`config.mk`:
```
export PLATFORM = sky130hd
export DESIGN_NAME = pad_road_finder
export DESIGN_NICKNAME = d
export VERILOG_FILES = /design/src/rtl/pad_road_pkg.sv /design/src/rtl/prf_coinc.sv /design/src/rtl/prf_select.sv /design/src/rtl/prf_serial.sv /design/src/rtl/pad_road_finder.sv
export SDC_FILE = /design/constraint.sdc
export NUM_CORES = 1
export LEC_CHECK = 0
export BUFFER_PORTS_ARGS = -buffer_cell sky130_fd_sc_hd__buf_2
export CORE_MARGIN = 2
export CORE_UTILIZATION = 35
export DETAILED_ROUTE_END_ITERATION = 8
export PLACE_DENSITY = 0.5
export SLEW_MARGIN = 20
export SYNTH_ARGS = -nofsm -noshare
export SYNTH_HDL_FRONTEND = slang
export SYNTH_SLANG_ARGS = --single-unit
```
`constraint.sdc`:
```
create_clock -name clk -period 6.3 [get_ports clk]
set_clock_uncertainty 0.2 [all_clocks]
set_input_delay 0.945 -clock clk [delete_from_list [all_inputs] [get_ports clk]]
set_output_delay 0.945 -clock clk [all_outputs]
set_load 0.01 [all_outputs]
```
`src/rtl/pad_road_pkg.sv`:
```
package pad_road_pkg;

  localparam int NLAYER  = 8;
  localparam int QLAYERS = 4;
  localparam int BCID_W  = 12;
  localparam int BAND_W  = 8;
  localparam int PHI_W   = 5;
  localparam int WORD_W  = BCID_W + BAND_W + PHI_W;

  typedef struct packed {
    logic [BCID_W-1:0] bcid;
    logic [BAND_W-1:0] band;
    logic [PHI_W-1:0]  phi;
  } road_word_t;

  // Majority vote: at least three of four layers see the tower
  function automatic logic vote3of4(input logic [QLAYERS-1:0] v);
    int n;
    n = 0;
    for (int i = 0; i < QLAYERS; i++) n += int'(v[i]);
    return (n >= 3);
  endfunction

  // Computed band lookup: linear in tower index
  function automatic logic [BAND_W-1:0] band_of(input logic [BAND_W-1:0] base,
                                                input logic [BAND_W-1:0] step,
                                                input int              tower);
    return base + BAND_W'(tower) * step;
  endfunction

endpackage

```
`src/rtl/prf_coinc.sv`:
```
module prf_coinc
  import pad_road_pkg::*;
#(
  parameter int NPAD = 16,
  localparam int NTOW = 2 * NPAD
) (
  input  logic                     clk,
  input  logic                     rst_n,
  input  logic                     stb,
  input  logic [NLAYER*NPAD-1:0]   hits,
  input  logic [BCID_W-1:0]        bcid_in,
  output logic                     vld_q,
  output logic [NTOW-1:0]          road_q,
  output logic [BCID_W-1:0]        bcid_q
);

  logic [NTOW-1:0] cand_in;   // inner quadruplet candidates
  logic [NTOW-1:0] cand_out;  // outer quadruplet candidates
  logic [NTOW-1:0] road_c;

  for (genvar t = 0; t < NTOW; t++) begin : g_tow
    logic [NLAYER-1:0] cov;
    for (genvar l = 0; l < NLAYER; l++) begin : g_lay
      if (l % 2 == 0) begin : g_even
        assign cov[l] = hits[l*NPAD + t/2];
      end else if (t == 0) begin : g_edge
        assign cov[l] = 1'b0;
      end else begin : g_odd
        assign cov[l] = hits[l*NPAD + (t-1)/2];
      end
    end
    assign cand_in[t]  = vote3of4(cov[QLAYERS-1:0]);
    assign cand_out[t] = vote3of4(cov[NLAYER-1:QLAYERS]);
  end

  assign road_c = cand_in & cand_out;

  always_ff @(posedge clk) begin
    if (!rst_n) begin
      vld_q  <= 1'b0;
      road_q <= '0;
      bcid_q <= '0;
    end else begin
      vld_q <= stb;
      if (stb) begin
        road_q <= road_c;
        bcid_q <= bcid_in;
      end
    end
  end

endmodule

```
`src/rtl/prf_select.sv`:
```
module prf_select
  import pad_road_pkg::*;
#(
  parameter int                NTOW      = 32,
  parameter int                MAXR      = 3,
  parameter logic [BAND_W-1:0] BAND_BASE = 8'h10,
  parameter logic [BAND_W-1:0] BAND_STEP = 8'd3,
  localparam int CW = $clog2(MAXR + 1)
) (
  input  logic                        clk,
  input  logic                        rst_n,
  input  logic                        in_vld,
  input  logic [NTOW-1:0]             roads,
  input  logic [BCID_W-1:0]           bcid,
  input  logic [PHI_W-1:0]            phi,
  output logic                        out_vld,
  output logic [CW-1:0]               out_n,
  output road_word_t [MAXR-1:0]       words_q
);

  logic [NTOW-1:0]        rem [MAXR+1];
  logic [MAXR-1:0]        found;
  road_word_t [MAXR-1:0]  words_c;
  logic [CW-1:0]          n_c;

  assign rem[0] = roads;

  // Cascade of lowest-bit pickers; lowest tower means lowest band
  for (genvar s = 0; s < MAXR; s++) begin : g_slot
    logic [NTOW-1:0] lsb;
    int              idx;
    assign lsb        = rem[s] & (-rem[s]);
    assign found[s]   = |rem[s];
    assign rem[s+1]   = rem[s] & ~lsb;
    always_comb begin
      idx = 0;
      for (int t = 0; t < NTOW; t++) if (lsb[t]) idx = t;
    end
    assign words_c[s] = found[s] ? {bcid, band_of(BAND_BASE, BAND_STEP, idx), phi}
                                 : '0;
  end

  always_comb begin
    n_c = '0;
    for (int s = 0; s < MAXR; s++) n_c = n_c + CW'(found[s]);
  end

  always_ff @(posedge clk) begin
    if (!rst_n) begin
      out_vld <= 1'b0;
      out_n   <= '0;
      words_q <= '0;
    end else begin
      out_vld <= in_vld;
      if (in_vld) begin
        out_n   <= n_c;
        words_q <= words_c;
      end
    end
  end

  // Kept words leave in strictly ascending band order
  for (genvar s = 1; s < MAXR; s++) begin : g_ord
    p_band_order_r5: assert property (@(posedge clk) disable iff (!rst_n)
      (out_vld && (int'(out_n) > s)) |-> (words_q[s].band > words_q[s-1].band));
  end

endmodule

```
`src/rtl/prf_serial.sv`:
```
module prf_serial
  import pad_road_pkg::*;
#(
  parameter int MAXR = 3,
  localparam int CW    = $clog2(MAXR + 1),
  localparam int HALF  = (WORD_W + 1) / 2,
  localparam int PADW  = 2 * HALF,
  localparam int SHW   = MAXR * PADW,
  localparam int CNT_W = $clog2(MAXR * HALF + 1)
) (
  input  logic                  clk,
  input  logic                  rst_n,
  input  logic                  load,
  input  logic [CW-1:0]         n,
  input  road_word_t [MAXR-1:0] words,
  output logic                  frame,
  output logic                  lane0,
  output logic                  lane1
);

  logic [SHW-1:0]   sh;
  logic [SHW-1:0]   sh_load;
  logic [CNT_W-1:0] cnt;

  always_comb begin
    sh_load = '0;
    for (int s = 0; s < MAXR; s++)
      sh_load[SHW-1-s*PADW -: PADW] = {words[s], {(PADW-WORD_W){1'b0}}};
  end

  always_ff @(posedge clk) begin
    if (!rst_n) begin
      sh  <= '0;
      cnt <= '0;
    end else if (load) begin
      sh  <= sh_load;
      cnt <= CNT_W'(int'(n) * HALF);
    end else if (cnt != '0) begin
      sh  <= sh << 2;
      cnt <= cnt - 1'b1;
    end
  end

  assign frame = (cnt != '0);
  assign lane0 = frame & sh[SHW-1];
  assign lane1 = frame & sh[SHW-2];

  // Frame only ever opens right after a load
  p_frame_after_load_r10: assert property (@(posedge clk) disable iff (!rst_n)
    $rose(frame) |-> $past(load));

  // An empty crossing keeps the frame closed
  p_empty_load_r11: assert property (@(posedge clk) disable iff (!rst_n)
    (load && n == '0) |=> !frame);

  // Lanes are quiet outside the frame
  p_quiet_lanes_r9: assert property (@(posedge clk) disable iff (!rst_n)
    !frame |-> (!lane0 && !lane1));

endmodule

```
`src/rtl/pad_road_finder.sv`:
```
module pad_road_finder
  import pad_road_pkg::*;
#(
  parameter int                NPAD      = 16,
  parameter int                MAXR      = 3,
  parameter logic [BAND_W-1:0] BAND_BASE = 8'h10,
  parameter logic [BAND_W-1:0] BAND_STEP = 8'd3
) (
  input  logic                   clk,
  input  logic                   rst_n,
  input  logic                   bx_stb,
  input  logic [BCID_W-1:0]      bx_num,
  input  logic [NLAYER*NPAD-1:0] pad_hits,
  input  logic [PHI_W-1:0]       sector_phi,
  output logic                   frame_o,
  output logic                   lane0_o,
  output logic                   lane1_o
);

  localparam int NTOW = 2 * NPAD;
  localparam int CW   = $clog2(MAXR + 1);

  logic                  c_vld;
  logic [NTOW-1:0]       c_roads;
  logic [BCID_W-1:0]     c_bcid;
  logic                  s_vld;
  logic [CW-1:0]         s_n;
  road_word_t [MAXR-1:0] s_words;

  prf_coinc #(.NPAD(NPAD)) u_coinc (
    .clk     (clk),
    .rst_n   (rst_n),
    .stb     (bx_stb),
    .hits    (pad_hits),
    .bcid_in (bx_num),
    .vld_q   (c_vld),
    .road_q  (c_roads),
    .bcid_q  (c_bcid)
  );

  prf_select #(
    .NTOW(NTOW), .MAXR(MAXR), .BAND_BASE(BAND_BASE), .BAND_STEP(BAND_STEP)
  ) u_select (
    .clk     (clk),
    .rst_n   (rst_n),
    .in_vld  (c_vld),
    .roads   (c_roads),
    .bcid    (c_bcid),
    .phi     (sector_phi),
    .out_vld (s_vld),
    .out_n   (s_n),
    .words_q (s_words)
  );

  prf_serial #(.MAXR(MAXR)) u_serial (
    .clk   (clk),
    .rst_n (rst_n),
    .load  (s_vld),
    .n     (s_n),
    .words (s_words),
    .frame (frame_o),
    .lane0 (lane0_o),
    .lane1 (lane1_o)
  );

  // Cap: a crowded crossing yields exactly MAXR words
  p_road_cap_r5: assert property (@(posedge clk) disable iff (!rst_n)
    (c_vld && $countones(c_roads) >= MAXR) |=> (int'(s_n) == MAXR));

  // No coincidence in any tower means nothing to send
  p_no_road_r11: assert property (@(posedge clk) disable iff (!rst_n)
    (c_vld && c_roads == '0) |=> (s_n == '0));

  // Without a strobe the selection stage stays idle
  p_idle_r12: assert property (@(posedge clk) disable iff (!rst_n)
    !c_vld |=> !s_vld);

endmodule

```
Word level (Yosys, flattened, before mapping)
Cells that the tools add are included.
{"block": "totals", "ff_bits": 206, "latchBits": 0, "ramBits": 0, "rom_bits": 0, "inputBits": 148, "output_inout_bits": 3, "word_cells": 399, "memories": 0}
{"block": "op_classes", "n_addsub": 197, "n_mul": 4, "n_div": 0, "order_cmp": 64, "eq_ne": 0, "n_shift": 0, "mux": 100, "n_bitwise": 11, "n_reduce_logical": 6}
{"op": "$add 32x2->32", "n": 124}
{"op": "$ge 32x3->1 const B", "n": 64}
{"op": "$mux 5", "n": 48}
{"op": "$and 32x32->32", "n": 6}
{"op": "$mux 78", "n": 2}
{"op": "$add 1x1->2", "n": 65}
{"op": "$mux 4", "n": 24}
{"op": "$neg 32->32", "n": 3}
{"op": "$reduce_or 32->1", "n": 3}
{"op": "$mux 25", "n": 3}
{"op": "$not 32->32", "n": 2}
{"op": "$mux 3", "n": 12}
{"op": "$add 5x8->8 const A", "n": 3}
{"op": "$mul 5x2->7 const B", "n": 3}
{"op": "$mux 2", "n": 6}
{"op": "$mux 6", "n": 2}
{"op": "$mul 2x4->6 const B", "n": 1}
{"op": "$reduce_bool 6->1", "n": 1}
{"op": "$sub 6x1->6 const B", "n": 1}
{"op": "$mux 1", "n": 3}
{"op": "$add 2x1->2", "n": 1}
{"op": "$and 1x1->1", "n": 2}
{"op": "$reduce_bool 2->1", "n": 1}
{"op": "$reduce_or 2->1", "n": 1}
{"op": "$not 1->1", "n": 1}

Logic depth before layout (Yosys ltp)
{"block": "depth", "depth_word": 44, "mapped_depth": 27, "ltp_nobuf": 23}

Modules after synthesis
Synthesis repeated with hierarchy kept, for this count alone.
{"block": "hier_totals", "hier_cells": 1870, "area_unflattened_um2": 15332.2}
{"module": "prf_select", "n_inst": 1, "cells_each": 838, "area_each_um2": 6246.0, "seq_area_each_um2": 1501.4}
{"module": "prf_coinc", "n_inst": 1, "cells_each": 543, "area_each_um2": 5272.6, "seq_area_each_um2": 900.9}
{"module": "prf_serial", "n_inst": 1, "cells_each": 489, "area_each_um2": 3813.7, "seq_area_each_um2": 1661.6}

Worst setup path after synthesis
Ideal clock, no wire load.
{"block": "synth_timing", "kind": "flip-flop to flip-flop", "from": "register u_coinc.road_q[14]", "to": "register u_select.words_q[61] (netlist name)", "arrival_ns": 4.490, "required_time_ns": 6.041, "setup_slack_ns": 1.551, "stages_incl_launch_ff": 25, "path_cell_list": "dfxtp_1 -> buf_4 -> or4_4 -> nor3_4 -> nand2_1 -> or4_4 -> and2_4 -> nand2b_4 -> nor2_1 -> a2111oi_0 -> or4_1 -> a21oi_1 -> inv_1 -> ha_1 -> inv_1 -> fa_1 -> inv_1 -> a21o_1 -> a21oi_1 -> xnor2_1 -> ha_1 -> xnor2_1 -> nand2_1 -> o2bb2ai_1 -> and2_1"}
{"block": "synth_via", "elab_chain_len": 31, "elab_cells_between_ends": 32, "cone_classes": "add/sub: 4; mul: 1; mux: 19; bitwise: 7; reduce/logical: 1"}
{"element": "start: declaration", "line": "prf_coinc.sv:13", "source": "output logic [NTOW-1:0] road_q,"}
{"element": "start signal: assignment", "line": "prf_coinc.sv:46", "source": "road_q <= road_c;"}
{"element": "$neg 32->32", "line": "prf_select.sv:32", "source": "assign lsb = rem[s] & (-rem[s]);"}
{"element": "$and 32x32->32", "line": "prf_select.sv:32"}
{"element": "$not 32->32", "line": "prf_select.sv:34", "source": "assign rem[s+1] = rem[s] & ~lsb;"}
{"element": "$and 32x32->32 *", "line": "prf_select.sv:34"}
{"element": "$neg 32->32", "line": "prf_select.sv:32"}
{"element": "$and 32x32->32", "line": "prf_select.sv:32"}
{"element": "$not 32->32", "line": "prf_select.sv:34"}
{"element": "$and 32x32->32 *", "line": "prf_select.sv:34"}
{"element": "$neg 32->32", "line": "prf_select.sv:32"}
{"element": "$and 32x32->32", "line": "prf_select.sv:32"}
{"element": "$mux 4 (2 in series)", "line": "prf_select.sv:37", "source": "for (int t = 0; t < NTOW; t++) if (lsb[t]) idx = t;"}
{"element": "$mux 5 (16 in series)", "line": "prf_select.sv:37"}
{"element": "$mul 5x2->7", "line": "pad_road_pkg.sv:28", "source": "return base + BAND_W'(tower) * step;"}
{"element": "$add 5x8->8", "line": "pad_road_pkg.sv:28"}
{"element": "$mux 25 *", "line": "prf_select.sv:39", "source": "assign words_c[s] = found[s] ? {bcid, band_of(BAND_BASE, BAND_STEP, idx), phi}"}
{"element": "end signal: assignment", "line": "prf_select.sv:57", "source": "words_q <= words_c;"}
{"element": "end: declaration", "line": "prf_select.sv:18", "source": "output road_word_t [MAXR-1:0] words_q"}
Every way passes the cells marked *; elsewhere a longest branch is shown, timed or not.
A chain may end at the register's enable or synchronous reset.

Final worst setup path
{"block": "layout_timing", "from": "register u_coinc.road_q[9]", "to": "register u_select.words_q[61] (netlist name)"}
{"block": "layout_via", "elab_chain_len": 36, "elab_cells_between_ends": 37, "cone_classes": "add/sub: 4; mul: 1; mux: 24; bitwise: 7; reduce/logical: 1"}
{"element": "$neg 32->32", "line": "prf_select.sv:32"}
{"element": "$and 32x32->32", "line": "prf_select.sv:32"}
{"element": "$not 32->32", "line": "prf_select.sv:34"}
{"element": "$and 32x32->32 *", "line": "prf_select.sv:34"}
{"element": "$neg 32->32", "line": "prf_select.sv:32"}
{"element": "$and 32x32->32", "line": "prf_select.sv:32"}
{"element": "$not 32->32", "line": "prf_select.sv:34"}
{"element": "$and 32x32->32 *", "line": "prf_select.sv:34"}
{"element": "$neg 32->32", "line": "prf_select.sv:32"}
{"element": "$and 32x32->32", "line": "prf_select.sv:32"}
{"element": "$mux 4 (7 in series)", "line": "prf_select.sv:37"}
{"element": "$mux 5 (16 in series)", "line": "prf_select.sv:37"}
{"element": "$mul 5x2->7", "line": "pad_road_pkg.sv:28"}
{"element": "$add 5x8->8", "line": "pad_road_pkg.sv:28"}
{"element": "$mux 25 *", "line": "prf_select.sv:39"}
Marks and branches as above.

==> flow_metrics.tcl <==
set metrics [dict create \
    synth_net_count 2391 \
    place.gp.congestion 0.8423 \
    pre_cts_setup_slack_ps 704.5 \
    grt_first_pass_wirelength_um 67970 \
    clock_power_share 0.307 \
    fmax_ghz 0.1770 \
    cp-startpoint "u_coinc.road_q[9]$_SDFFE_PN0P_" \
    synth_edf_count 0 \
    critPathSlowestCell "sky130_fd_sc_hd__nor4_1" \
    dieArea_mm2 0.04637 \
    worst_setup_path_end_kind "register" \
    asyncSetResetFlopFracSynth 0 \
    maxSlewViolCount 0 \
    firstDrtPassIters 5 \
    number_of_global_route_vias_before_repair 13390 \
    cp_data_arrival_time_ps 5940 \
    power_frac_seq 0.308 \
    core_area_mm2 0.04412 \
    buffers_added_on_ports 150 \
    setup_viol_count_final 0 \
    routedWlPerCell_um 15.02 \
    number_of_buffers_created_by_cts 25 \
    vias_per_cell 5.034 \
    grt_antenna_before_repair 0 \
    hpwl_um 29290 \
    clk-insertion-delay-late_ps 540 \
    max-vdd-ir-drop_mv 0.1965 \
    final_net_count 2459 \
    maxCapViolCount 0 \
    static-leakage-power_nw 7.774 \
    net-switching-power_mw 1.854 \
    max_fo_critical_path 16 \
    synthDominantCellAreaShare 0.2625 \
    drive_above_1_share 0.1296 \
    cp.required_ps 6590 \
    post-route-cell-area_mm2 0.01755 \
    power_frac_comb 0.384 \
    drtAntennaViolNets 0 \
    start_util 0.3543 \
    post_layout_nonfiller_instances 2707 \
    worst-setup-path-type "reg2reg" \
    finalCriticalPeriod_ps 5651 \
    most_used_dff_post_synth "sky130_fd_sc_hd__dfxtp_1" \
    timing.hold.ws_ps 256.0 \
    tritoncts "yes" \
    placed_cell_area_mm2 0.01674 \
    ctsResizeCount 0 \
    p_total_mw 4.653 \
    outcome "finished, final reports clean" \
    die_w_um 215.3 \
    yosysSeqAreaShare 0.2625 \
    cts_hold_buf 0 \
    grt_max_degree 133 \
    grt_overflow 0 \
    floorplan.die.height_um 215.3 \
    delay_contributed_by_the_slowest_stage_of_the_critical_path_ps 570 \
    postRouteWirelength_um 40660 \
    synth.top_cells.by_area "sky130_fd_sc_hd__dfxtp_1 26%, sky130_fd_sc_hd__ha_1 12%, sky130_fd_sc_hd__a21oi_1 8.9%, sky130_fd_sc_hd__fa_1 8.5%, sky130_fd_sc_hd__nand2_1 6.2%" \
    max-slew-margin-rel 0.3149 \
    fin_util 0.3976 \
    post-cts-setup-buffers 0 \
    cts.sinks 205 \
    internal-power_mw 2.800 \
    worstReg2RegStart "u_coinc.road_q[9]$_SDFFE_PN0P_" \
    cp_common_cell "sky130_fd_sc_hd__inv_1" \
    clock_path_buffers 3 \
    drtIter0Drc 706 \
    syn-mean-instance-area_um2 7.705 \
    postSynthRegisterBits 205 \
    yosys.area.top_type "sky130_fd_sc_hd__dfxtp_1" \
    synthesis.instances 2029 \
    min-delay-start "u_serial.sh[52]$_SDFFE_PP0N_" \
    area_growth_syn_to_layout_pct 12.24 \
    tightestPinTransition_ps 1028 \
    clkTransAtPathRegs_ps 60 \
    dpl.cell_count 2662 \
    clock_tree.root_cell "sky130_fd_sc_hd__clkbuf_16" \
    post_synth_instance_area_mm2 0.01563 \
    route.detailed.drc 0 \
    synth-warning-count 0 \
    rsz0062_at_grt "false" \
    synthDistinctLibCells 93 \
    critical_path.cell_chain "nor4_1, nand3_2, o31ai_1, and3_1, o211a_1, nand2b_4, nor2_1, a2111oi_0, or4_1, a21oi_1, inv_1, ha_1, inv_1, fa_1, inv_1, a21o_1, a21oi_1, xnor2_1, ha_1, xnor2_1, nand2_1, o2bb2ai_1, and2_1" \
    setup_tns_final_ps 0 \
    cp-start-kind "register" \
    floorplan.io_pins 151 \
    dr_total_vias 13630 \
    worst_slack_ps 649.0 \
    hold_path_class "reg2reg" \
    period_share 0.8970 \
    sw_frac_of_total 0.3983 \
    power.density_cell_area_mw_per_mm2 265.2 \
    antenna_cells_inserted 0 \
    hold_viol 0 \
    globalRouteTotalUtil 0.1743 \
    placementRows 77 \
    clock_tree.htree_level_count 1 \
]
==> power by group through the flow <==
stage | Clock (mW) | Sequential, mW | Combinational, mW
after floorplan | 0 | 1.42 | 1.32
after global placement | 0 | 1.46 | 1.79
after detailed placement | 0 | 1.46 | 1.80
after CTS | 1.47 | 1.43 | 1.81
after global routing | 1.53 | 1.45 | 2.02
final | 1.43 | 1.44 | 1.79
==> cells in the mapped netlist (6+ instances only) <==
master                      instances
sky130_fd_sc_hd__a211oi_1          10
sky130_fd_sc_hd__a21o_1             7
sky130_fd_sc_hd__a21oi_1          278
sky130_fd_sc_hd__a2bb2oi_2         18
sky130_fd_sc_hd__a31oi_1           11
sky130_fd_sc_hd__and2_1            22
sky130_fd_sc_hd__buf_1              7
sky130_fd_sc_hd__buf_2              7
sky130_fd_sc_hd__clkbuf_1         105
sky130_fd_sc_hd__dfxtp_1          205
sky130_fd_sc_hd__fa_1              66
sky130_fd_sc_hd__ha_1             148
sky130_fd_sc_hd__inv_1            220
sky130_fd_sc_hd__maj3_1             8
sky130_fd_sc_hd__mux2i_1           18
sky130_fd_sc_hd__nand2_1          257
sky130_fd_sc_hd__nand2b_1           7
sky130_fd_sc_hd__nand3_1           18
sky130_fd_sc_hd__nand4_1            6
sky130_fd_sc_hd__nor2_1           243
sky130_fd_sc_hd__nor2b_1           71
sky130_fd_sc_hd__nor3_1            24
sky130_fd_sc_hd__nor4_1            10
sky130_fd_sc_hd__o211ai_1          12
sky130_fd_sc_hd__o21a_1             8
sky130_fd_sc_hd__o21ai_0           42
sky130_fd_sc_hd__o221ai_1          33
sky130_fd_sc_hd__o22ai_1            7
sky130_fd_sc_hd__o2bb2ai_1          9
sky130_fd_sc_hd__or3_1              8
sky130_fd_sc_hd__xnor2_1           11
sky130_fd_sc_hd__xor2_1             6
==> path summary, 6_finish.rpt <==
| kind | to | slack (ps) | depth (start not counted) |
|---|---|---|---|
| worst max-delay path | u_select.words_q[61]$_SDFFE_PN0P_ | 650 | 23 |
| worst max register to register | u_select.words_q[61]$_SDFFE_PN0P_ | 650 | 23 |
| worst min-delay path | u_serial.sh[52]$_SDFFE_PP0N_ | 260 | 2 |
| worst min register to register | u_serial.sh[52]$_SDFFE_PP0N_ | 260 | 2 |
==> metal layers <==
layer / vias to the layer above / GRT usage / share of wire
met5: - / 0 / 0
met4: 0 / 0.03402 / 0.015
met3: 41 / 0.01812 / 0.039
met2: 258 / 0.2948 / 0.45
met1: 6371 / 0.2410 / 0.49
li1: 6956 / - / -
==> placed cells by master, fill, tap and decap left out, drive strengths merged, types with 8 or more instances in the layout <==
| cell type | Yosys | routed |
|---|---|---|
| a21oi | 279 | 279 |
| nand2 | 258 | 258 |
| nor2 | 245 | 245 |
| inv | 221 | 224 |
| dfxtp | 205 | 205 |
| buf | 24 | 171 |
| ha | 148 | 148 |
| nor2b | 71 | 71 |
| fa | 66 | 66 |
| o21ai | 47 | 47 |
| o221ai | 34 | 34 |
| clkbuf | 106 | 34 |
| nor3 | 28 | 28 |
| and2 | 25 | 25 |
| nand3 | 19 | 19 |
| a2bb2oi | 19 | 19 |
| mux2i | 18 | 18 |
| o211ai | 13 | 13 |
| a31oi | 12 | 12 |
| nor4 | 12 | 12 |
| xnor2 | 11 | 11 |
| a211oi | 10 | 10 |
| o2bb2ai | 9 | 9 |
| maj3 | 9 | 9 |
| or3 | 8 | 8 |
| o21a | 8 | 8 |
| nand2b | 8 | 8 |
| clkinv | 4 | 8 |
==> critical path, delay by kind of cell (launching register included) <==
kind	cells	cell delay [ps]
AOI/OAI and AO/OA	7	1640
DFF	1	460
buffers and inverters	3	190
adders and majority gates	3	620
xor gates and xnor gates	2	250
and+or+nand+nor	8	2210
==> cells by family after synthesis <==
| family | after synthesis | synth area share |
|---|---|---|
| adder cells (fa/ha/maj) | 223 | 0.2090 |
| XOR/XNOR | 17 | 0.009524 |
| AO/OA/AOI/OAI | 499 | 0.2067 |
| multiplexers | 20 | 0.01297 |
| flip-flops | 205 | 0.2625 |
| buffers and inverters | 355 | 0.09020 |
| AND/OR/NAND/NOR | 710 | 0.2091 |
==> layout make-up <==
class	instances	area, µm²
multi-input cells	1469	10130
fillers	4637	26580
clock buffers	34	679.4
repair buffers	171	908.4
inverters	225	849.6
well taps	592	740.7
clock inverters	11	128.9
flip-flops and latches	205	4108
==> flip-flops by register name, summed over array words and instances (netlist names) <==
signal            count
u_coinc.bcid_q       12
u_serial.cnt          6
u_select.words_q     74
u_coinc.vld_q         1
u_select.out_vld      1
u_coinc.road_q       32
u_serial.sh          77
u_select.out_n        2
Power figures use the tool's default switching activity.
